[src/rtl/frm_pkg.sv]
package frm_pkg;
  localparam int PORTS = 4;
  localparam int ACT_W = PORTS + 2;
  localparam logic [ACT_W-1:0] MISS_ACT = 6'b010000;

  typedef enum logic [1:0] {ST_IDLE, ST_BODY, ST_DROP} state_e;

  typedef struct packed {
    logic accept;
    logic emitHdr;
    logic passWord;
  } strobe_t;
endpackage

[src/rtl/frm_decide.sv]
module frm_decide
  import frm_pkg::*;
#(
  parameter int EX_IDX_W = 15,
  parameter int WC_N = 32,
  parameter int DEPTH = 4,
  localparam int DEC_W = EX_IDX_W + ACT_W + 2
) (
  input  logic                  clk,
  input  logic                  rstN,
  input  logic                  resValid,
  output logic                  resReady,
  input  logic                  exHit,
  input  logic [EX_IDX_W-1:0]   exIndex,
  input  logic [ACT_W-1:0]      exAction,
  input  logic [WC_N-1:0]       wcHit,
  input  logic [WC_N*ACT_W-1:0] wcActions,
  input  logic                  pop,
  output logic                  headValid,
  output logic [DEC_W-1:0]      head
);
  localparam int WC_IDX_W = (WC_N > 1) ? $clog2(WC_N) : 1;
  localparam int PTR_W = (DEPTH > 1) ? $clog2(DEPTH) : 1;
  localparam int CNT_W = $clog2(DEPTH + 1);

  logic                wcFound;
  logic [WC_IDX_W-1:0] wcSel;
  logic [DEC_W-1:0]    decided;

  // lowest set hit bit wins among wildcard entries
  always_comb begin
    wcFound = 1'b0;
    wcSel = '0;
    for (int i = WC_N - 1; i >= 0; i--) begin
      if (wcHit[i]) begin
        wcFound = 1'b1;
        wcSel = WC_IDX_W'(i);
      end
    end
  end

  always_comb begin
    if (exHit)
      decided = {exIndex, 1'b1, 1'b1, exAction};
    else if (wcFound)
      decided = {EX_IDX_W'(wcSel), 1'b0, 1'b1, wcActions[wcSel*ACT_W +: ACT_W]};
    else
      decided = {{EX_IDX_W{1'b0}}, 1'b0, 1'b0, MISS_ACT};
  end

  logic [DEC_W-1:0] mem [DEPTH];
  logic [PTR_W-1:0] wrPtr, rdPtr;
  logic [CNT_W-1:0] count;
  logic             push;

  assign resReady = (count < CNT_W'(DEPTH));
  assign push = resValid && resReady;
  assign headValid = (count != '0);
  assign head = mem[rdPtr];

  always_ff @(posedge clk) begin
    if (!rstN) begin
      wrPtr <= '0;
      rdPtr <= '0;
      count <= '0;
    end else begin
      if (push) begin
        mem[wrPtr] <= decided;
        wrPtr <= (wrPtr == PTR_W'(DEPTH - 1)) ? '0 : wrPtr + 1'b1;
      end
      if (pop)
        rdPtr <= (rdPtr == PTR_W'(DEPTH - 1)) ? '0 : rdPtr + 1'b1;
      count <= count + CNT_W'(push) - CNT_W'(pop);
    end
  end

  p_pop_has_entry_r9: assert property (@(posedge clk) disable iff (!rstN)
    pop |-> headValid);
endmodule

[src/rtl/frm_ctrl.sv]
module frm_ctrl
  import frm_pkg::*;
(
  input  logic    clk,
  input  logic    rstN,
  input  logic    headValid,
  input  logic    headDrop,
  input  logic    pktValid,
  input  logic    pktSof,
  input  logic    pktEof,
  output logic    pktReady,
  output strobe_t strb
);
  state_e state, nxt;

  always_comb begin
    strb = '0;
    nxt = state;
    case (state)
      ST_IDLE: begin
        if (headValid && pktValid && pktSof) begin
          strb.accept = 1'b1;
          strb.emitHdr = !headDrop;
          nxt = headDrop ? ST_DROP : ST_BODY;
        end
      end
      ST_BODY: begin
        if (pktValid) begin
          strb.passWord = 1'b1;
          if (pktEof) nxt = ST_IDLE;
        end
      end
      ST_DROP: begin
        if (pktValid && pktEof) nxt = ST_IDLE;
      end
      default: nxt = ST_IDLE;
    endcase
  end

  assign pktReady = (state != ST_IDLE);

  always_ff @(posedge clk) begin
    if (!rstN) state <= ST_IDLE;
    else state <= nxt;
  end

  p_ready_after_accept_r9: assert property (@(posedge clk) disable iff (!rstN)
    strb.accept |=> pktReady);
endmodule

[src/rtl/frm_datapath.sv]
module frm_datapath
  import frm_pkg::*;
#(
  parameter int EX_IDX_W = 15,
  parameter int DATA_W = 64,
  parameter int LEN_W = 16,
  localparam int DEC_W = EX_IDX_W + ACT_W + 2
) (
  input  logic                clk,
  input  logic                rstN,
  input  strobe_t             strb,
  input  logic [DEC_W-1:0]    head,
  input  logic [DATA_W-1:0]   pktData,
  input  logic                pktEof,
  input  logic [LEN_W-1:0]    pktLen,
  input  logic [31:0]         cntRdPkt,
  input  logic [47:0]         cntRdByte,
  output logic                outValid,
  output logic [DATA_W-1:0]   outData,
  output logic                outSof,
  output logic                outEof,
  output logic                cntWrEn,
  output logic                cntSel,
  output logic [EX_IDX_W-1:0] cntIdx,
  output logic [31:0]         cntWrPkt,
  output logic [47:0]         cntWrByte
);
  logic [48:0] byteSum;

  assign cntSel = head[ACT_W+1];
  assign cntIdx = head[ACT_W+2 +: EX_IDX_W];
  assign cntWrEn = strb.accept && head[ACT_W];
  assign cntWrPkt = (cntRdPkt == '1) ? cntRdPkt : cntRdPkt + 32'd1;
  assign byteSum = {1'b0, cntRdByte} + 49'(pktLen);
  assign cntWrByte = byteSum[48] ? '1 : byteSum[47:0];

  always_ff @(posedge clk) begin
    if (!rstN) begin
      outValid <= 1'b0;
      outSof <= 1'b0;
      outEof <= 1'b0;
      outData <= '0;
    end else begin
      outValid <= strb.emitHdr || strb.passWord;
      outSof <= strb.emitHdr;
      outEof <= strb.passWord && pktEof;
      outData <= strb.emitHdr ? DATA_W'(head) : pktData;
    end
  end

  p_pkt_sat_r6: assert property (@(posedge clk) disable iff (!rstN)
    cntWrEn |-> (cntWrPkt >= cntRdPkt));
  p_byte_sat_r7: assert property (@(posedge clk) disable iff (!rstN)
    cntWrEn |-> (cntWrByte >= cntRdByte));
  p_hdr_then_out_r4: assert property (@(posedge clk) disable iff (!rstN)
    strb.emitHdr |=> (outValid && outSof));
endmodule

[src/rtl/flow_result_merge.sv]
module flow_result_merge
  import frm_pkg::*;
#(
  parameter int EX_IDX_W = 15,
  parameter int WC_N = 32,
  parameter int FIFO_DEPTH = 4,
  parameter int DATA_W = 64,
  parameter int LEN_W = 16
) (
  input  logic                  clk,
  input  logic                  rstN,
  input  logic                  resValid,
  output logic                  resReady,
  input  logic                  exHit,
  input  logic [EX_IDX_W-1:0]   exIndex,
  input  logic [ACT_W-1:0]      exAction,
  input  logic [WC_N-1:0]       wcHit,
  input  logic [WC_N*ACT_W-1:0] wcActions,
  input  logic                  pktValid,
  output logic                  pktReady,
  input  logic [DATA_W-1:0]     pktData,
  input  logic                  pktSof,
  input  logic                  pktEof,
  input  logic [LEN_W-1:0]      pktLen,
  output logic                  outValid,
  output logic [DATA_W-1:0]     outData,
  output logic                  outSof,
  output logic                  outEof,
  output logic                  cntWrEn,
  output logic                  cntSel,
  output logic [EX_IDX_W-1:0]   cntIdx,
  input  logic [31:0]           cntRdPkt,
  input  logic [47:0]           cntRdByte,
  output logic [31:0]           cntWrPkt,
  output logic [47:0]           cntWrByte
);
  localparam int DEC_W = EX_IDX_W + ACT_W + 2;

  logic             headValid;
  logic [DEC_W-1:0] head;
  strobe_t          strb;

  frm_decide #(.EX_IDX_W(EX_IDX_W), .WC_N(WC_N), .DEPTH(FIFO_DEPTH)) u_decide (
    .clk, .rstN, .resValid, .resReady, .exHit, .exIndex, .exAction,
    .wcHit, .wcActions, .pop(strb.accept), .headValid, .head
  );

  frm_ctrl u_ctrl (
    .clk, .rstN, .headValid, .headDrop(head[ACT_W-1]),
    .pktValid, .pktSof, .pktEof, .pktReady, .strb
  );

  frm_datapath #(.EX_IDX_W(EX_IDX_W), .DATA_W(DATA_W), .LEN_W(LEN_W)) u_dp (
    .clk, .rstN, .strb, .head, .pktData, .pktEof, .pktLen,
    .cntRdPkt, .cntRdByte, .outValid, .outData, .outSof, .outEof,
    .cntWrEn, .cntSel, .cntIdx, .cntWrPkt, .cntWrByte
  );
endmodule

[config.mk]
export PLATFORM = sky130hd
export DESIGN_NAME = flow_result_merge
export DESIGN_NICKNAME = d
export VERILOG_FILES = /design/src/rtl/frm_pkg.sv /design/src/rtl/frm_decide.sv /design/src/rtl/frm_ctrl.sv /design/src/rtl/frm_datapath.sv /design/src/rtl/flow_result_merge.sv
export SDC_FILE = /design/constraint.sdc
export NUM_CORES = 1
export LEC_CHECK = 0
export BUFFER_PORTS_ARGS = -buffer_cell sky130_fd_sc_hd__buf_2
export CAP_MARGIN = 20
export CORE_AREA = 2 2 227 229
export DETAILED_ROUTE_END_ITERATION = 16
export DIE_AREA = 0 0 229 231
export PLACE_DENSITY = 0.43
export SLEW_MARGIN = 20
export SYNTH_ARGS = -nofsm -noshare
export SYNTH_HDL_FRONTEND = slang
export SYNTH_SLANG_ARGS = --single-unit
[constraint.sdc]
create_clock -name clk -period 4.1 [get_ports clk]
set_clock_uncertainty 0.2 [all_clocks]
set_input_delay 0.41 -clock clk [delete_from_list [all_inputs] [get_ports clk]]
set_output_delay 0.41 -clock clk [all_outputs]
set_load 0.02 [all_outputs]
Yosys cells after proc, flatten, opt, wreduce, memory -nomap -nowiden:

Memory sizes are Yosys's and may differ from the RTL's. A register that Yosys moved wholly into a read port is not among the register bits.
Cells that the tools add are included.

* shifts and indexed selects: 1
* magnitude comparators: 1
* bitwise gates (word level): 1
* mux-type cells: 86
* add/subtract/negate cells: 6
* reduce and logical (&&, ||, !) cells: 13
* equality and inequality tests: 9
* div/mod/pow operators: 0
* multiply operators: 1

Operators with widths (number)
* 192-bit by 9-bit variable part select with 6-bit output: 1
* 5-bit 2-to-1 mux: 32
* 48-bit by 16-bit adder with 49-bit output: 1
* 48-bit 2-to-1 mux: 1
* 23-bit 2-to-1 mux: 2
* 1-bit 2-to-1 mux: 37
* 32-bit by 1-bit adder with 32-bit output, second input constant: 1
* 32-bit equality test, second input constant: 1
* 32-bit 2-to-1 mux: 1
* 2-bit 2-to-1 mux: 11
* 13-bit 2-to-1 mux: 1
* 5-bit by 2-bit multiplier with 7-bit output, second input constant: 1
* 2-bit equality test, second input constant: 3
* 1-bit logical AND: 6
* 2-bit one-hot mux with 3 select lines: 1
* 2-bit by 1-bit adder with 2-bit output, second input constant: 2
* 2-bit by 1-bit != test with 1-bit output, second input constant: 2
* 2-bit != test, second input constant: 2
* 4-bit AND reduction: 1
* 3-bit by 1-bit adder with 3-bit output: 1
* 3-bit < comparator, second input constant: 1
* 3-bit nonzero test: 1
* 3-bit by 1-bit subtractor with 3-bit output: 1
* 2-bit by 1-bit equality test with 1-bit output, second input constant: 1
* 6 further kinds: 6

* memories kept: 1
* bits in registers: 76
* logic and storage cells: 128
* ROM bits: 0
* bits in latches: 0
* output and inout port bits: 166
* memory bits (writable): 92

Memory list
* u_decide.mem: words 4, width 23, read ports 1, clocked after memory_dff 1, wr ports 1, line frm_decide.sv:51 `logic [DEC_W-1:0] mem [DEPTH];`

Depth between registers and ports, before layout:

Gate-level depths: netlist (run 1).

* depth after elaboration: 36
* mapped depth: 13
* gate-level depth less buffers: 12

Hierarchy:

From an unflattened synthesis (run 1), not the netlist that was laid out.

* cell total of the unflattened synthesis: 1150
* area total of the unflattened synthesis: 11051.8 um2

By module, submodules not included
* frm_decide: seq. area each 2942.8 um2, area an instance 6294.8 um2, cells each 577, times used 1
* frm_datapath: seq. area each 1341.3 um2, area an instance 4631.9 um2, cells each 560, times used 1
* frm_ctrl: seq. area each 40.0 um2, area an instance 125.1 um2, cells each 13, times used 1

Least setup slack after synthesis (run 1):

Ideal clock, no wire load.

* path type: input to output
* start: input pktLen[0]
* end: output cntWrByte[44]
* data arrival time: 2.911 ns
* stages on the path: 12
* path buffers: 0
* setup slack: 0.579 ns
* path through: ha_1 > inv_1 > fa_1 > nor2b_1 > o21ai_1 > a21boi_1 > o31a_1 > o2111a_1 > o2111ai_1 > a2111oi_0 > nor2_1 > a31oi_1

* word-level cells in the longest chain between the ends: 2

RTL lines
* start, declared: line flow_result_merge.sv:24 `input logic [LEN_W-1:0] pktLen,`
* 48-bit by 16-bit adder with 49-bit output: line frm_datapath.sv:34 `assign byteSum = {1'b0, cntRdByte} + 49'(pktLen);`
* 48-bit 2-to-1 mux: line frm_datapath.sv:35 `assign cntWrByte = byteSum[48] ? '1 : byteSum[47:0];`
* end, declared: line flow_result_merge.sv:35 `output logic [47:0] cntWrByte`

No other way between the ends.

Final worst setup path (run 1):

* start: input cntRdByte[0]
* end: output cntWrByte[46]

* word-level cells in the longest chain between the ends: 2

RTL lines
* start, declared: line flow_result_merge.sv:33 `input logic [47:0] cntRdByte,`
* 48-bit by 16-bit adder with 49-bit output: line frm_datapath.sv:34
* 48-bit 2-to-1 mux: line frm_datapath.sv:35

No other way between the ends.

==> metrics.cfg, run 1 <==
[timing]
rsz0062_at_grt=no
finalSetupViolations=0
final_max_slew_viol_count=0
min_period_ps=3908
tightest_slew_ps=971.8
tns_ps=0
setup_ws_ps=192.3
hold_viol=0
fin_crit_sh_pct=95.31
relSlewSlack_pct=34.19
timing.fmax_ghz=0.2559

[power]
sequentialPowerShare_pct=38.1
clockPowerShare_pct=31.2
peakVddDrop_uv=279.1
p_leak_nw=6.796
p_switching_w=0.001653
combinationalPowerShare_pct=30.7
p_int_w=0.003555
switching_share_pct=31.74
power_density_mw_per_mm2=333.7

[synth]
synthTopCellsByArea=edfxtp_1, dfxtp_1, mux2i_1
yosys.area.top_type_share_pct=25.83
synth-main-ff-cell=edfxtp_1
synthSimpleGateAreaFrac_pct=21.23
ys_seq_area_share_pct=40.43
synth_top_family_by_area=simple AND/OR/NAND/NOR gates
synth_largest_area_cell=edfxtp_1
synth_cell_types=81
muxShareOfSynthArea_pct=15.17
synth_edf_count=92
synth_adder_area_share_pct=3.182
yosysMostFrequentCell=nand2_1
syn_area_sq_mm=0.01070
yosys-top-cells-count=nand2_1, mux2i_1, edfxtp_1
synth.avg_cell_area_sq_um=9.978
synth-async-reset-ratio_pct=0
synthesis.nets=1510
synthXorXnorAreaFrac_pct=5.568
synth_compound_area_share_pct=10.89
yosysWarnings=0
ys_seq_elements=170
netlist_instances=1072

[cts]
clock_sinks=170
htree_levels=4
cts_setup_buffers=0
path_clk_slew_ps=60
insertion_delay_ps=430
numCtsBuffers=17
clk_path_buf_depth=2
cts_root_buf=clkbuf_16
cts_tree=yes

[worst_setup_path]
worstPathRequired_ps=3490
crit_family=compound AO/OA/AOI/OAI gates
crit_arrival_ps=3300
crit_chain=buf_2 > ha_1 > inv_1 > fa_1 > nor2b_1 > o21ai_1 > a21boi_2 > o31a_1 > o2111a_2 > o2111ai_2 > buf_12 > a2111oi_2 > buf_4 > nor2_1 > a31oi_1 > buf_2
critPathKind=in2out
critPathSlowestCell=fa_1
path_common_cell=buf_2
end_kind=output pin
cp-start-kind=primary input
path_max_fanout=15
path_buf_inv=5
max_stage_delay_ps=380
rrSetupSlack_ps=1560

[floorplanning]
dieHeight_microns=231
initial_core_util_pct=21.11
die_area_sq_mm=0.05290
core_area_sq_mm=0.05068
die_width_microns=229
io_pins=578
rows=83

[layout]
area_delta_synth_final_pct=45.90
drive_gt1_share_pct=42.14
final_cells=2391
final_net_count=2129
n_fill_cell=5468

[place]
place_congestion=0.9070
port_buffers=577
hpwl_microns=36380
post-place-ws_ps=64.53
placed_cells=2315

[detailed_routing]
wirelength_microns=43870
wl_per_cell_microns=18.35
drtAntennaViolNets=0
via_count=10570
firstDrtPassIters=5
avgViaCountPerCell=4.420
drc_errors=0
drt_iter0_drc=429

[global_route]
grt_max_degree=43
grt.total_usage_pct=15.86
grt.overflow.total=0
grt_pass1_vias=11000
grt_pass1_wl_microns=64090
antenna_found_initial=9

[outcome]
outcome=completed

[flow_run]
maxCapViolCount=0

[hold_path]
hold_class=in2reg

sequential cells by signal (all words and copies together), names as in the netlist, named ones only:
name and flops:
u_decide.wrPtr 2, u_decide.mem 92, u_dp.outData 64, u_dp.outValid 1
u_ctrl.state 2, u_dp.outEof 1, u_decide.count 3, u_dp.outSof 1
u_decide.rdPtr 2
cell type report:
type,count,area [sq um],share of cell area (%)
Multi-Input combinational cell,819,6062,38.84
Sequential cell,170,4325,27.72
Timing Repair Buffer,660,3666,23.49
Tap cell,680,850.8,5.452
Clock buffer,21,493.0,3.159
Clock inverter,11,105.1,0.6735
Inverter,23,86.33,0.5532
Antenna cell,7,17.52,0.1122
power by group through the flow:
stage / registers, W / clock network [W] / logic, W
floorplan: 0.00207 / 0 / 0.000867
global placement: 0.00202 / 0 / 0.00159
detailed placement: 0.00203 / 0 / 0.00159
CTS: 0.00199 / 0.00169 / 0.00163
global route: 0.00200 / 0.00176 / 0.00175
finish: 0.00198 / 0.00163 / 0.00160
layer usage:
layer	wire length, microns	track usage, %	part of all wire (%)
met5	25	0	0.057
met4	1043	5.053	2.4
met3	2500	3.471	5.7
met2	22800	29.55	52
met1	17500	17.87	40
stage by stage:
step | hold slack [ps] | util (%) | cell area [sq um] | power (W)
global route | 2.718 | 30.79 | 15600 | 0.005503
global placement | 293.9 | 28.81 | 14600 | 0.003610
detailed placement | 291.6 | 28.81 | 14600 | 0.003617
floorplan | 236.9 | - | 10700 | 0.002941
finish | 12.54 | 30.79 | 15610 | 0.005208
CTS | 2.716 | 30.73 | 15570 | 0.005302
placed cells by master (no fill, tap or decap), types with 7 or more instances in the layout:
| cell type | instances |
|---|---|
| a211oi_1 | 10 |
| a21oi_1 | 37 |
| a31oi_1 | 14 |
| and2_1 | 66 |
| and3_1 | 15 |
| and4_1 | 10 |
| buf_2 | 577 |
| buf_4 | 41 |
| clkbuf_16 | 19 |
| dfxtp_1 | 77 |
| diode_2 | 7 |
| dlygate4sd3_1 | 37 |
| edfxtp_1 | 92 |
| ha_1 | 24 |
| inv_1 | 23 |
| mux2i_1 | 98 |
| mux4_2 | 25 |
| nand2_1 | 124 |
| nand2b_1 | 10 |
| nand3_1 | 30 |
| nand4_1 | 21 |
| nor2_1 | 54 |
| nor2b_1 | 35 |
| nor3_1 | 18 |
| o211ai_1 | 9 |
| o21ai_0 | 21 |
| o21ai_1 | 7 |
| or2_1 | 7 |
| or2_2 | 8 |
| or3_1 | 7 |
| xnor2_1 | 44 |
| xor2_1 | 24 |
final timing paths:
check                               start                      endpoint  cells past startpoint
min reg2reg  u_ctrl.state[1]$_SDFFE_PN0P_        u_dp.outEof$_SDFF_PN0_                      1
min                           pktData[46]   u_dp.outData[46]$_SDFF_PP0_                      2
max reg2reg  u_ctrl.state[1]$_SDFFE_PN0P_  u_decide.count[2]$_SDFF_PN0_                     10
max                          cntRdByte[0]                 cntWrByte[46]                     16
cells by family after synthesis:
logic type | count (synthesis)
multiplexers | 130
XOR/XNOR | 68
AND/OR/NAND/NOR | 430
buffers and inverters | 83
adder cells (fa/ha/maj) | 26
AO/OA/AOI/OAI | 165
flip-flops | 170
timing repair:
| item | CTS | global route |
|---|---|---|
| hold endpoints to repair | 37 | 0 |
| hold buffers | 37 | 0 |
| gates resized for setup | 0 | 6 |
| setup endpoints to repair | 0 | 2 |
(Power assumes the default switching activity.)
==> run 2, diff against run 1 <==
--- a/config.mk
+++ b/config.mk
@@ -7,10 +7,11 @@
 export LEC_CHECK = 0
 export BUFFER_PORTS_ARGS = -buffer_cell sky130_fd_sc_hd__buf_2
 export CAP_MARGIN = 20
-export CORE_AREA = 2 2 227 229
+export CORE_AREA = 2 2 225 227
+export CTS_BUF_LIST = sky130_fd_sc_hd__clkbuf_16
 export DETAILED_ROUTE_END_ITERATION = 16
-export DIE_AREA = 0 0 229 231
-export PLACE_DENSITY = 0.43
+export DIE_AREA = 0 0 227 229
+export PLACE_DENSITY = 0.44
 export SLEW_MARGIN = 20
 export SYNTH_ARGS = -nofsm -noshare
 export SYNTH_HDL_FRONTEND = slang
==> run 2 against run 1 <==
Register-to-register slack gained 20 ps. Flip-flop and latch count is the same. Final cell count shrank 0.75%. Maximum frequency grew 0.80%. Routed wire length shrank 11%. Worst setup slack gained 31 ps. Core utilization grew 0.44 points. First-iteration DRC count shrank 14%. Hold slack gained 15 ps. Clock power shrank 4%.
==> metrics.cfg, run 2 (synthesis results as in run 1) <==
[worst_setup_path]
path_max_fanout=12
r2r_start=u_ctrl.state[1]$_SDFFE_PN0P_
crit_arrival_ps=3270
worstPathRequired_ps=3490
crit_start=pktLen[0]
end_kind=output pin
rrSetupSlack_ps=1580
critPathKind=in2out
cp-start-kind=primary input
ff2ff_path_depth=10
worstReg2RegEnd=u_decide.count[2]$_SDFF_PN0_

[global_route]
antenna_found_initial=5
grt.total_usage_pct=14.32
grt_pass1_wl_microns=57530
grt_pass1_vias=10480
grt_max_degree=54
met2_usage_pct=25.86
grt.overflow.total=0
grt_use_met1_pct=16.93
use_met3_pct=2.668
busiest_layer=met2

[place]
place_congestion=0.8638
port_buffers=577
hpwl_microns=31060

[layout]
largest_register_ffs=92
drive_gt1_share_pct=40.95
top_regs=u_decide.mem: 92 flops, u_dp.outData: 64 flops, u_decide.count: 3 flops
finalCoreUtilization_pct=31.23
layout_commonest_cell=buf_2
area_delta_synth_final_pct=45.00
regMostFlops=u_decide.mem
final_net_count=2122
layout_common_cells=buf_2, nand2_1, mux2i_1

[timing]
final_max_slew_viol_count=0
hold_viol=0
relSlewSlack_pct=46.19
finalSetupViolations=0
tns_ps=0
tightest_slew_ps=800.3
rsz0062_at_grt=no
fin_crit_sh_pct=94.55
timing.fmax_ghz=0.2580
min_period_ps=3877

[flow_run]
maxCapViolCount=0

[power]
clockPowerShare_pct=30.8
p_leak_nw=6.729
peakVddDrop_uv=289.2
p_int_w=0.003434
sequentialPowerShare_pct=38.4
power_density_mw_per_mm2=330.0
switching_share_pct=32.90
combinationalPowerShare_pct=30.8
p_switching_w=0.001684

[floorplanning]
die_area_sq_mm=0.05198
rows=82
io_pins=578
die_width_microns=227
initial_core_util_pct=21.54
core_area_sq_mm=0.04966
dieHeight_microns=229

[detailed_routing]
drtAntennaViolNets=0
firstDrtPassIters=4
drt_iter0_drc=370
via_count=10370
wl_per_cell_microns=16.37
avgViaCountPerCell=4.370
drc_errors=0
wirelength_microns=38840

[cts]
clock_sinks=170
cts_setup_buffers=0
insertion_delay_ps=440
path_clk_slew_ps=80
htree_levels=4
numCtsBuffers=17
cts_tree=yes
cts_root_buf=clkbuf_16
clk_path_buf_depth=2

[hold_path]
whs_endpoint=u_dp.outData[8]$_SDFF_PN0_
whs_path_depth=3
hold_start=pktData[8]
hold_class=in2reg

[outcome]
outcome=completed

run 2: worst max-delay path by stage:
stage	cells past startpoint	endpoint
floorplan	12	cntWrByte[44]
global placement	14	cntWrByte[44]
detailed placement	15	cntWrByte[42]
CTS	15	cntWrByte[42]
global route	15	cntWrByte[46]
finish	15	cntWrByte[32]
run 2: stage by stage:
| step | worst slack [ps] | area [sq um] | power (W) | hold slack [ps] | cells |
|---|---|---|---|---|---|
| 6_report | 223.3 | 15510 | 0.005119 | 27.05 | 2373 |
| 5_1_grt | 36.86 | 15510 | 0.005410 | 23.67 | 2373 |
| 4_1_cts | 187.6 | 15490 | 0.005208 | 0.2292 | 2369 |
| 3_5_place_dp | 187.7 | 14410 | 0.003565 | 267.1 | 2288 |
| 3_3_place_gp | 210.6 | 14410 | 0.003563 | 267.2 | 2288 |
| 2_1_floorplan | 579.1 | 10700 | 0.002941 | 236.9 | 1072 |
run 2: what timing repair did:
item | in CTS | in global routing
hold endpoints to repair | 49 | 0
hold buffers | 49 | 0
setup endpoints to repair | 0 | 2
gates resized for setup | 0 | 2
run 2: worst max-delay path: stages:
cell,delay (ps)
buf_2,80
ha_1,210
inv_1,70
fa_1,370
nor2b_1,150
o21ai_1,90
a21boi_1,230
o31a_1,200
o2111a_1,230
o2111ai_1,230
buf_4,260
a211oi_1,310
xnor2_1,170
nand2_1,80
buf_2,170
run 2: final cells by class:
| cell class | instances | area (sq um) |
|---|---|---|
| tap | 672 | 840.8 |
| clock buffer | 17 | 425.4 |
| clock inverter | 15 | 168.9 |
| antenna | 4 | 10.01 |
| inverter | 23 | 86.33 |
| fill | 5288 | 34150 |
| sequential | 170 | 4325 |
| timing repair buffer | 653 | 3618 |
| multi-input combinational | 819 | 6035 |
run 2: power by group through the flow:
stage	logic [W]	registers (W)	clock network, W
after floorplan	0.000867	0.00207	0
after global placement	0.00156	0.00201	0
after detailed placement	0.00156	0.00201	0
after CTS	0.00160	0.00197	0.00164
after global routing	0.00173	0.00198	0.00170
final	0.00158	0.00197	0.00157
run 2: metal layers:
layer  part of all wire, %  wire length [microns]  up-vias
li1                      -                      -     5129
met1                    41                  16020     4853
met2                    51                  19950      335
met3                   5.3                   2043       50
met4                   2.1                    815        2
met5                 0.018                      7        -
